<file path="src/rtl/mdio_pkg.sv">
`timescale 1ns/1ps
package mdio_pkg;
  localparam int MGMT_W    = 32;
  localparam int PRE_LEN   = 32;
  localparam int FRAME_LEN = PRE_LEN + MGMT_W;
  localparam int BIT_W     = $clog2(FRAME_LEN);
  localparam int DATA_W    = 16;
  localparam int RATIO_MIN = 8;
  localparam int RATIO_MAX = 64;
  localparam int CNT_W     = $clog2(RATIO_MAX);
  // word bits ahead of turnaround: start(2) op(2) phy(5) reg(5)
  localparam int TA_POS    = 14;
  localparam int OP_HI     = 29;
  localparam int OP_LO     = 28;
  localparam logic [1:0] OP_READ = 2'b10;

  typedef enum logic [1:0] {
    REG_CTRL = 2'd0,
    REG_MGMT = 2'd1,
    REG_STAT = 2'd2
  } reg_sel_e;
endpackage

</file>
<file path="src/rtl/mdio_clk_gen.sv">
`timescale 1ns/1ps
module mdio_clk_gen
  import mdio_pkg::*;
#(
  parameter int CW   = CNT_W,
  parameter int RMIN = RATIO_MIN
) (
  input  logic       clk_i,
  input  logic       rst_ni,
  input  logic       run_i,
  input  logic [1:0] sel_i,
  output logic       mdc_o,
  output logic       rise_o,
  output logic       fall_o
);
  logic [CW:0]   ratio;
  logic [CW-1:0] mask, half, phase, cnt_q;

  assign ratio = (CW+1)'(RMIN) << sel_i;
  assign mask  = CW'(ratio - 1'b1);
  assign half  = CW'(ratio >> 1);
  assign phase = cnt_q & mask;

  always_ff @(posedge clk_i or negedge rst_ni) begin
    if (!rst_ni)     cnt_q <= '0;
    else if (!run_i) cnt_q <= '0;
    else             cnt_q <= cnt_q + 1'b1;
  end

  // low half first, high half second
  assign mdc_o  = run_i && ((phase & half) != '0);
  assign rise_o = run_i && (phase == half - CW'(1));
  assign fall_o = run_i && (phase == mask);
endmodule

</file>
<file path="src/rtl/mdio_frame_seq.sv">
`timescale 1ns/1ps
module mdio_frame_seq
  import mdio_pkg::*;
(
  input  logic              clk_i,
  input  logic              rst_ni,
  input  logic              start_i,
  input  logic [MGMT_W-1:0] word_i,
  input  logic [1:0]        sel_i,
  input  logic              rise_i,
  input  logic              fall_i,
  input  logic              mdio_i,
  output logic              busy_o,
  output logic              done_o,
  output logic [1:0]        sel_o,
  output logic              mdio_o,
  output logic              mdio_oe_o,
  output logic [DATA_W-1:0] rdata_o
);
  localparam logic [BIT_W-1:0] LAST_BIT = BIT_W'(FRAME_LEN - 1);
  localparam logic [BIT_W-1:0] BODY_BIT = BIT_W'(PRE_LEN);
  localparam logic [BIT_W-1:0] REL_BIT  = BIT_W'(PRE_LEN + TA_POS);
  localparam logic [BIT_W-1:0] SAMP_BIT = BIT_W'(PRE_LEN + TA_POS + 2);

  logic              busy_q, rd_q;
  logic [1:0]        sel_q;
  logic [MGMT_W-1:0] sh_q;
  logic [BIT_W-1:0]  bit_q;
  logic [DATA_W-1:0] rdata_q;
  logic              in_body;

  assign in_body = bit_q >= BODY_BIT;

  always_ff @(posedge clk_i or negedge rst_ni) begin
    if (!rst_ni) begin
      busy_q  <= 1'b0;
      rd_q    <= 1'b0;
      sel_q   <= '0;
      sh_q    <= '0;
      bit_q   <= '0;
      rdata_q <= '0;
    end else if (start_i) begin
      busy_q <= 1'b1;
      sel_q  <= sel_i;
      sh_q   <= word_i;
      bit_q  <= '0;
      rd_q   <= (word_i[OP_HI:OP_LO] == OP_READ);
    end else if (busy_q) begin
      if (rise_i && rd_q && bit_q >= SAMP_BIT)
        rdata_q <= {rdata_q[DATA_W-2:0], mdio_i};
      if (fall_i) begin
        if (bit_q == LAST_BIT) busy_q <= 1'b0;
        else                   bit_q  <= bit_q + 1'b1;
        if (in_body) sh_q <= sh_q << 1;
      end
    end
  end

  assign busy_o    = busy_q;
  assign done_o    = busy_q && fall_i && (bit_q == LAST_BIT);
  assign sel_o     = sel_q;
  assign mdio_o    = (busy_q && in_body) ? sh_q[MGMT_W-1] : 1'b1;
  assign mdio_oe_o = busy_q && !(rd_q && bit_q >= REL_BIT);
  assign rdata_o   = rdata_q;
endmodule

</file>
<file path="src/rtl/mdio_frame_master.sv">
`timescale 1ns/1ps
module mdio_frame_master
  import mdio_pkg::*;
(
  input  logic        clk_i,
  input  logic        rst_ni,
  input  logic        wr_en_i,
  input  logic [1:0]  addr_i,
  input  logic [31:0] wr_data_i,
  output logic [31:0] rd_data_o,
  output logic        mdc_o,
  output logic        mdio_o,
  output logic        mdio_oe_o,
  input  logic        mdio_i
);
  logic [2:0]        ctrl_q;
  logic [MGMT_W-1:0] mgmt_q;
  logic              busy, done, rise, fall, wr_mgmt, start;
  logic [1:0]        run_sel;
  logic [DATA_W-1:0] rdata;

  assign wr_mgmt = wr_en_i && (addr_i == REG_MGMT) && !busy;
  assign start   = wr_mgmt && ctrl_q[0];

  always_ff @(posedge clk_i or negedge rst_ni) begin
    if (!rst_ni) begin
      ctrl_q <= '0;
      mgmt_q <= '0;
    end else begin
      if (wr_en_i && addr_i == REG_CTRL) ctrl_q <= wr_data_i[2:0];
      if (wr_mgmt) mgmt_q <= wr_data_i;
      else if (done && mgmt_q[OP_HI:OP_LO] == OP_READ)
        mgmt_q[DATA_W-1:0] <= rdata;
    end
  end

  always_comb begin
    case (addr_i)
      REG_CTRL: rd_data_o = {29'b0, ctrl_q};
      REG_MGMT: rd_data_o = mgmt_q;
      REG_STAT: rd_data_o = {31'b0, !busy};
      default:  rd_data_o = '0;
    endcase
  end

  mdio_clk_gen u_clk (
    .clk_i  (clk_i),
    .rst_ni (rst_ni),
    .run_i  (busy),
    .sel_i  (run_sel),
    .mdc_o  (mdc_o),
    .rise_o (rise),
    .fall_o (fall)
  );

  mdio_frame_seq u_seq (
    .clk_i     (clk_i),
    .rst_ni    (rst_ni),
    .start_i   (start),
    .word_i    (wr_data_i),
    .sel_i     (ctrl_q[2:1]),
    .rise_i    (rise),
    .fall_i    (fall),
    .mdio_i    (mdio_i),
    .busy_o    (busy),
    .done_o    (done),
    .sel_o     (run_sel),
    .mdio_o    (mdio_o),
    .mdio_oe_o (mdio_oe_o),
    .rdata_o   (rdata)
  );
endmodule

</file>
<file path="config.mk">
export PLATFORM = sky130hd
export DESIGN_NAME = mdio_frame_master
export DESIGN_NICKNAME = d
export VERILOG_FILES = /design/src/rtl/mdio_pkg.sv /design/src/rtl/mdio_clk_gen.sv /design/src/rtl/mdio_frame_seq.sv /design/src/rtl/mdio_frame_master.sv
export SDC_FILE = /design/constraint.sdc
export NUM_CORES = 1
export LEC_CHECK = 0
export BUFFER_PORTS_ARGS = -buffer_cell sky130_fd_sc_hd__buf_2
export CAP_MARGIN = 20
export CORE_MARGIN = 1.5
export CORE_UTILIZATION = 62
export DETAILED_ROUTE_END_ITERATION = 8
export PLACE_DENSITY = 0.86
export SYNTH_ARGS = -nofsm -noshare
export SYNTH_HDL_FRONTEND = slang
export SYNTH_SLANG_ARGS = --single-unit
</file>
<file path="constraint.sdc">
create_clock -name clk_i -period 4.9 [get_ports clk_i]
set_input_delay 0.245 -clock clk_i [delete_from_list [all_inputs] [get_ports clk_i]]
set_output_delay 0.245 -clock clk_i [all_outputs]
set_load 0.02 [all_outputs]
</file>
; After elaboration in Yosys (flattened, before gate mapping)
; Index checks and enable logic that the tools add are counted.
[word_totals]
in_bits = 38
reg_bits = 99
elab_cells = 72
output_inout_bits = 35
[classes]
bitwise_logic = 3
n_reduce_logical = 26
addsub = 4
n_mux = 17
n_shift = 1
magnitude_cmp = 3
eq_ne = 8
[op_table]
columns = op, n
row1 = two-way mux 32 bit, 4
row2 = one-hot mux 32 bit (3 select lines), 1
row3 = two-way mux 16 bit, 2
row4 = two-way mux 6 bit, 5
row5 = greater-or-equal comparator 6 bit (second input constant), 3
row6 = logical AND 1 bit, 15
row7 = adder 6 x 1 -> 6 bit (second input constant), 2
row8 = AND 6 bit, 2
row9 = equality test 6 bit, 2
row10 = subtractor 6 x 1 -> 6 bit (second input constant), 2
row11 = AND reduction 3 bit, 3
row12 = nonzero test 2 bit, 4
row13 = left shift 4 x 2 -> 7 bit (first input constant), 1
row14 = equality test 2 bit (second input constant), 3
row15 = equality test 6 bit (second input constant), 1
row16 = nonzero test 6 bit, 1
row17 = two-way mux 1 bit, 5
row18 = equality test 2 x 1 -> 1 bit (second input constant), 1
row19 = logical NOT 1 bit, 2
row20 = logical NOT 2 bit, 1
row21 = != test 2 bit (second input constant), 1
row22 = NOT 1 bit, 1

; Longest topological paths before layout
[logic_depth]
depth_word = 10
mapped_depth = 10
mapped_depth_nobuf = 6

; Cells and area by module
; From an unflattened synthesis, not the netlist that was laid out.
[unflattened]
cells_unflattened = 416
area_unflattened_um2 = 4732.0
[by_module_without_submodules]
columns = mod, area_per_inst_um2, cells_each, seq_area_each_um2, instances
row1 = mdio_frame_seq, 2552.4, 201, 1451.4, 1
row2 = mdio_frame_master, 1808.0, 175, 875.8, 1
row3 = mdio_clk_gen, 371.6, 40, 150.1, 1

; Worst setup path before layout
; OpenSTA, ideal clock, no wires.
[synth_path]
kind = flip-flop to flip-flop
startpoint = reg u_seq.sel_q[1] (netlist: u_seq.sel_o[1])
endpoint = reg u_seq.rdata_q[0] (netlist: u_seq.rdata_o[0])
period_less_slack_ns = 1.928
path_buffers = 2
setup_time_ns = 0.125
arrival_time_ns = 1.803
path_slack_ns = 2.972
stages_incl_launch_ff = 8
required_time_ns = 4.775
path_cell_list = dfrtp_1 -> nor2_1 -> ha_1 -> nand4_1 -> a2111o_1 -> clkbuf_1 -> buf_2 -> mux2_2
[synth_via]
elab_chain_len = 8
elab_cells_between_ends = 9
cone_classes = add/sub: 2 / eq/ne: 1 / shift: 1 / bitwise: 1 / reduce/logical: 4
[synth_lines]
columns = element, line
row1 = from (decl), mdio_frame_seq.sv:26  ; logic [1:0] sel_q;
row2 = from (signal assigned), mdio_frame_seq.sv:44  ; sel_q <= sel_i;
row3 = left shift 4 x 2 -> 7 bit *, mdio_clk_gen.sv:19  ; assign ratio = (CW+1)'(RMIN) << sel_i;
row4 = subtractor 6 x 1 -> 6 bit, mdio_clk_gen.sv:20  ; assign mask = CW'(ratio - 1'b1);
row5 = AND 6 bit, mdio_clk_gen.sv:22  ; assign phase = cnt_q & mask;
row6 = equality test 6 bit *, mdio_clk_gen.sv:32  ; assign rise_o = run_i && (phase == half - CW'(1));
row7 = logical AND 1 bit *, mdio_clk_gen.sv:32
row8 = logical AND 1 bit * (2 in a row), mdio_frame_seq.sv:49  ; if (rise_i && rd_q && bit_q >= SAMP_BIT)
row9 = AND reduction 3 bit (no line) *, -
row10 = to (signal assigned), mdio_frame_seq.sv:50  ; rdata_q <= {rdata_q[DATA_W-2:0], mdio_i};
row11 = to (decl), mdio_frame_seq.sv:29  ; logic [DATA_W-1:0] rdata_q;
; Every way passes the cells marked *; elsewhere a longest branch is shown, timed or not.
; A chain may end at the register's enable or synchronous reset.

; Worst setup path in the final report
[layout_path]
startpoint = reg u_seq.busy_q (netlist: u_seq.busy_o)
endpoint = reg u_seq.sh_q[15]
[layout_via]
elab_chain_len = 5
elab_cells_between_ends = 9
cone_classes = mux: 1 / reduce/logical: 8
[layout_lines]
columns = element, line
row1 = from (decl), mdio_frame_seq.sv:25  ; logic busy_q, rd_q;
row2 = from (signal assigned), mdio_frame_seq.sv:36  ; busy_q <= 1'b0;
row3 = from (signal assigned), mdio_frame_seq.sv:43  ; busy_q <= 1'b1;
row4 = from (signal assigned), mdio_frame_seq.sv:52  ; if (bit_q == LAST_BIT) busy_q <= 1'b0;
row5 = logical NOT 1 bit, -
row6 = logical AND 1 bit, mdio_frame_master.sv:22  ; assign wr_mgmt = wr_en_i && (addr_i == REG_MGMT) && !busy;
row7 = logical AND 1 bit, mdio_frame_master.sv:23  ; assign start = wr_mgmt && ctrl_q[0];
row8 = nonzero test 2 bit (no line), -
row9 = AND reduction 3 bit (no line), -
row10 = to (signal assigned), mdio_frame_seq.sv:45  ; sh_q <= word_i;
row11 = to (signal assigned), mdio_frame_seq.sv:54  ; if (in_body) sh_q <= sh_q << 1;
row12 = to (decl), mdio_frame_seq.sv:27  ; logic [MGMT_W-1:0] sh_q;
; Parallel ways exist; a longest one is shown, timed or not.

==> flow_summary.json <==
{
  "status": "finished, final reports clean",
  "crit_start": "u_seq.busy_o",
  "maxSlewViolCount": 0,
  "hp-class": "input pin to flop",
  "ff2ff_setup_slack_ns": 1.80,
  "synth_fp_nets": 410,
  "cp_num_buf_inv": 1,
  "htree_levels": 3,
  "place.gp.congestion": 0.823,
  "ir_worst_vdd_mv": 0.255,
  "seq_area_frac_synth_pct": 50.0,
  "wl_per_cell_microns": 17.1,
  "crit_family": "compound AO/OA/AOI/OAI gates",
  "syn_to_final_growth_pct": 10.8,
  "numClockSinks": 99,
  "end_kind": "flop",
  "avgViaCountPerCell": 5.66,
  "yosys-top-cells-count": "mux2_2, dfrtp_1, and2_1, mux2_4, nand2_1",
  "hpwl_mm": 6.38,
  "fp.dieW_microns": 92.4,
  "grt_overflow_total": 0,
  "num_rows": 32,
  "cp_data_required_time_ns": 5.14,
  "async_reset_ff_share_pct": 100,
  "io_pins": 73,
  "drt_iter0_drc": 117,
  "final.setup.tns_ns": 0,
  "nFillCells": 535,
  "maxCapViolations": 0,
  "placeableCoreArea_sq_mm": 0.00773,
  "vias": 3056,
  "syn_area_per_cell_sq_um": 13.5,
  "yosysWarningCount": 0,
  "syn_inst": 368,
  "grt_max_degree": 65,
  "antenna_found_initial": 0,
  "yosysMostFrequentCell": "mux2_2",
  "synth_edf_count": 0,
  "hold_ws_ns": 0.121,
  "synth_ff_type": "dfrtp_1",
  "grt_pass1_wl_mm": 15.4,
  "multi_input_area_sq_mm": 0.00232,
  "critPathArrivalTime_ns": 3.34,
  "power.leakage_nw": 2.76,
  "antenna_cells": 0,
  "ff_latch_area_sq_mm": 0.00248,
  "firstDrtPassIters": 4,
  "slowest_delay_ns": 0.95,
  "skew_ns": 0.0148,
  "dieArea_sq_mm": 0.00854,
  "reg2reg_from": "u_seq.busy_o",
  "netlist_area_sq_mm": 0.00496,
  "hold_violations": 0,
  "crit_fanout": 42,
  "cts_tree": "done",
  "postRouteAntennaNets": 0,
  "synthTopCellsByArea": "dfrtp_1, mux2_2, mux2_4",
  "tightest_slew_ns": 1.11,
  "drive_gt1_share_pct": 50.9,
  "clk_latency_ns": 0.37,
  "grt_setup_unrepaired": "no",
  "ys_seq_elements": 99,
  "start_kind": "flop",
  "min-delay-start": "wr_data_i[25]",
  "worstSetupPathType": "flop to flop",
  "cts_root_buffer": "clkbuf_8",
  "portBuffers": 72,
  "yosysUniqueCellTypes": 41,
  "post_cts_buffers": 0,
  "powerDensity_mw_per_mm2": 384,
  "track_usage_pct": 23.2,
  "cts_max_path_buffers": 2,
  "nNetsFinal": 475,
  "tritoncts.num_buffers": 9,
  "max-slew-margin-rel_pct": 26.2,
  "setup_violations": 0,
  "start_util_pct": 64.2,
  "finalCriticalPeriod_ns": 3.10,
  "wirelength_mm": 9.26,
  "slowest_stage": "a31oi_4",
  "clk_pin_slew_ns": 0.10,
  "max_freq_mhz": 323,
  "netlist.top_cell.by_area": "dfrtp_1",
  "synth_top_area_share_pct": 50.0,
  "die-height_microns": 92.4,
  "grt_pass1_vias": 3194,
  "path_cells": "and3b_1 -> buf_4 -> and2_4 -> a31oi_4 -> mux2_2",
  "period_share_pct": 63.2,
  "drc": 0
}
==> metrics by stage <==
step / cells / utilization [%] / total power [W] / setup slack [ns] / cell area (sq um)
CTS: 540 / 71.1 / 0.00212 / 1.85 / 5490
global route: 540 / 71.1 / 0.00222 / 1.68 / 5490
detailed placement: 523 / 68.8 / 0.00166 / 1.66 / 5310
floorplan: 368 / - / 0.00150 / 2.97 / 4960
global placement: 523 / 68.8 / 0.00162 / 1.80 / 5310
finish: 540 / 71.1 / 0.00211 / 1.80 / 5490
==> registers in the layout, summed over array words and instances (netlist names), 2 cells and up <==
name           count
u_seq.bit_q        6
u_seq.sel_o        2
mgmt_q            32
u_clk.cnt_q        6
ctrl_q             3
u_seq.rdata_o     16
u_seq.sh_q        32
==> final timing paths <==
check,endpoint,depth (start not counted)
setup / recovery,u_seq.sh_q[15],5
hold / removal,mgmt_q[25],2
setup reg to reg,u_seq.sh_q[15],5
hold reg to reg,u_clk.cnt_q[0],1
max in group asynchronous,u_seq.rdata_o[4],3
min in group asynchronous,u_clk.cnt_q[4],2
==> cell type report <==
type | instances | area share (%)
clock buffers | 10 | 2.32
repair buffers | 75 | 7.06
clock inverters | 6 | 0.774
flip-flops and latches | 99 | 45.1
well taps | 102 | 2.32
inverters | 4 | 0.273
multi-input cells | 244 | 42.2
==> layout by cell type, fill, tap and decap left out, types with 5 or more instances in the layout <==
cell type | Yosys | routed
mux2_2 | 100 | 100
dfrtp_1 | 99 | 99
buf_2 | 5 | 71
and2_1 | 33 | 33
mux2_4 | 29 | 29
nand2_1 | 16 | 16
nor2_1 | 11 | 11
clkbuf_8 | 0 | 9
xnor2_1 | 6 | 6
mux2i_1 | 6 | 6
clkinvlp_4 | 0 | 5
==> what timing repair did <==
item                                    in CTS  in global routing
hold buffers                                 1                  0
endpoints found under the hold margin       35                  0
gates resized for setup                      0                  0
endpoints found under the setup margin       0                  0
==> cells by family after synthesis <==
group                    synth area share (%)
flip-flops                               50.0
multiplexers                             32.7
AO/OA/AOI/OAI                            2.68
buffers and inverters                    3.31
XOR/XNOR                                 1.24
adder cells (fa/ha/maj)                  1.01
AND/OR/NAND/NOR                          9.09
==> report_power, final <==
group / switching [W] / internal (W)
registers: 0.000139 / 0.000988
clock network: 0.000285 / 0.000184
logic: 0.000238 / 0.000279
total: 0.000661 / 0.00145
==> routing by layer <==
layer  vias to the layer above  track usage [%]  share of wire (%)
li1                       1405                -                  -
met1                      1565             30.9                 47
met2                        73             38.5                 48
met3                        13             3.45                3.3
met4                         0             8.72                1.4
met5                         -                0                  0
No activity file was read; power rests on OpenSTA's default activity.
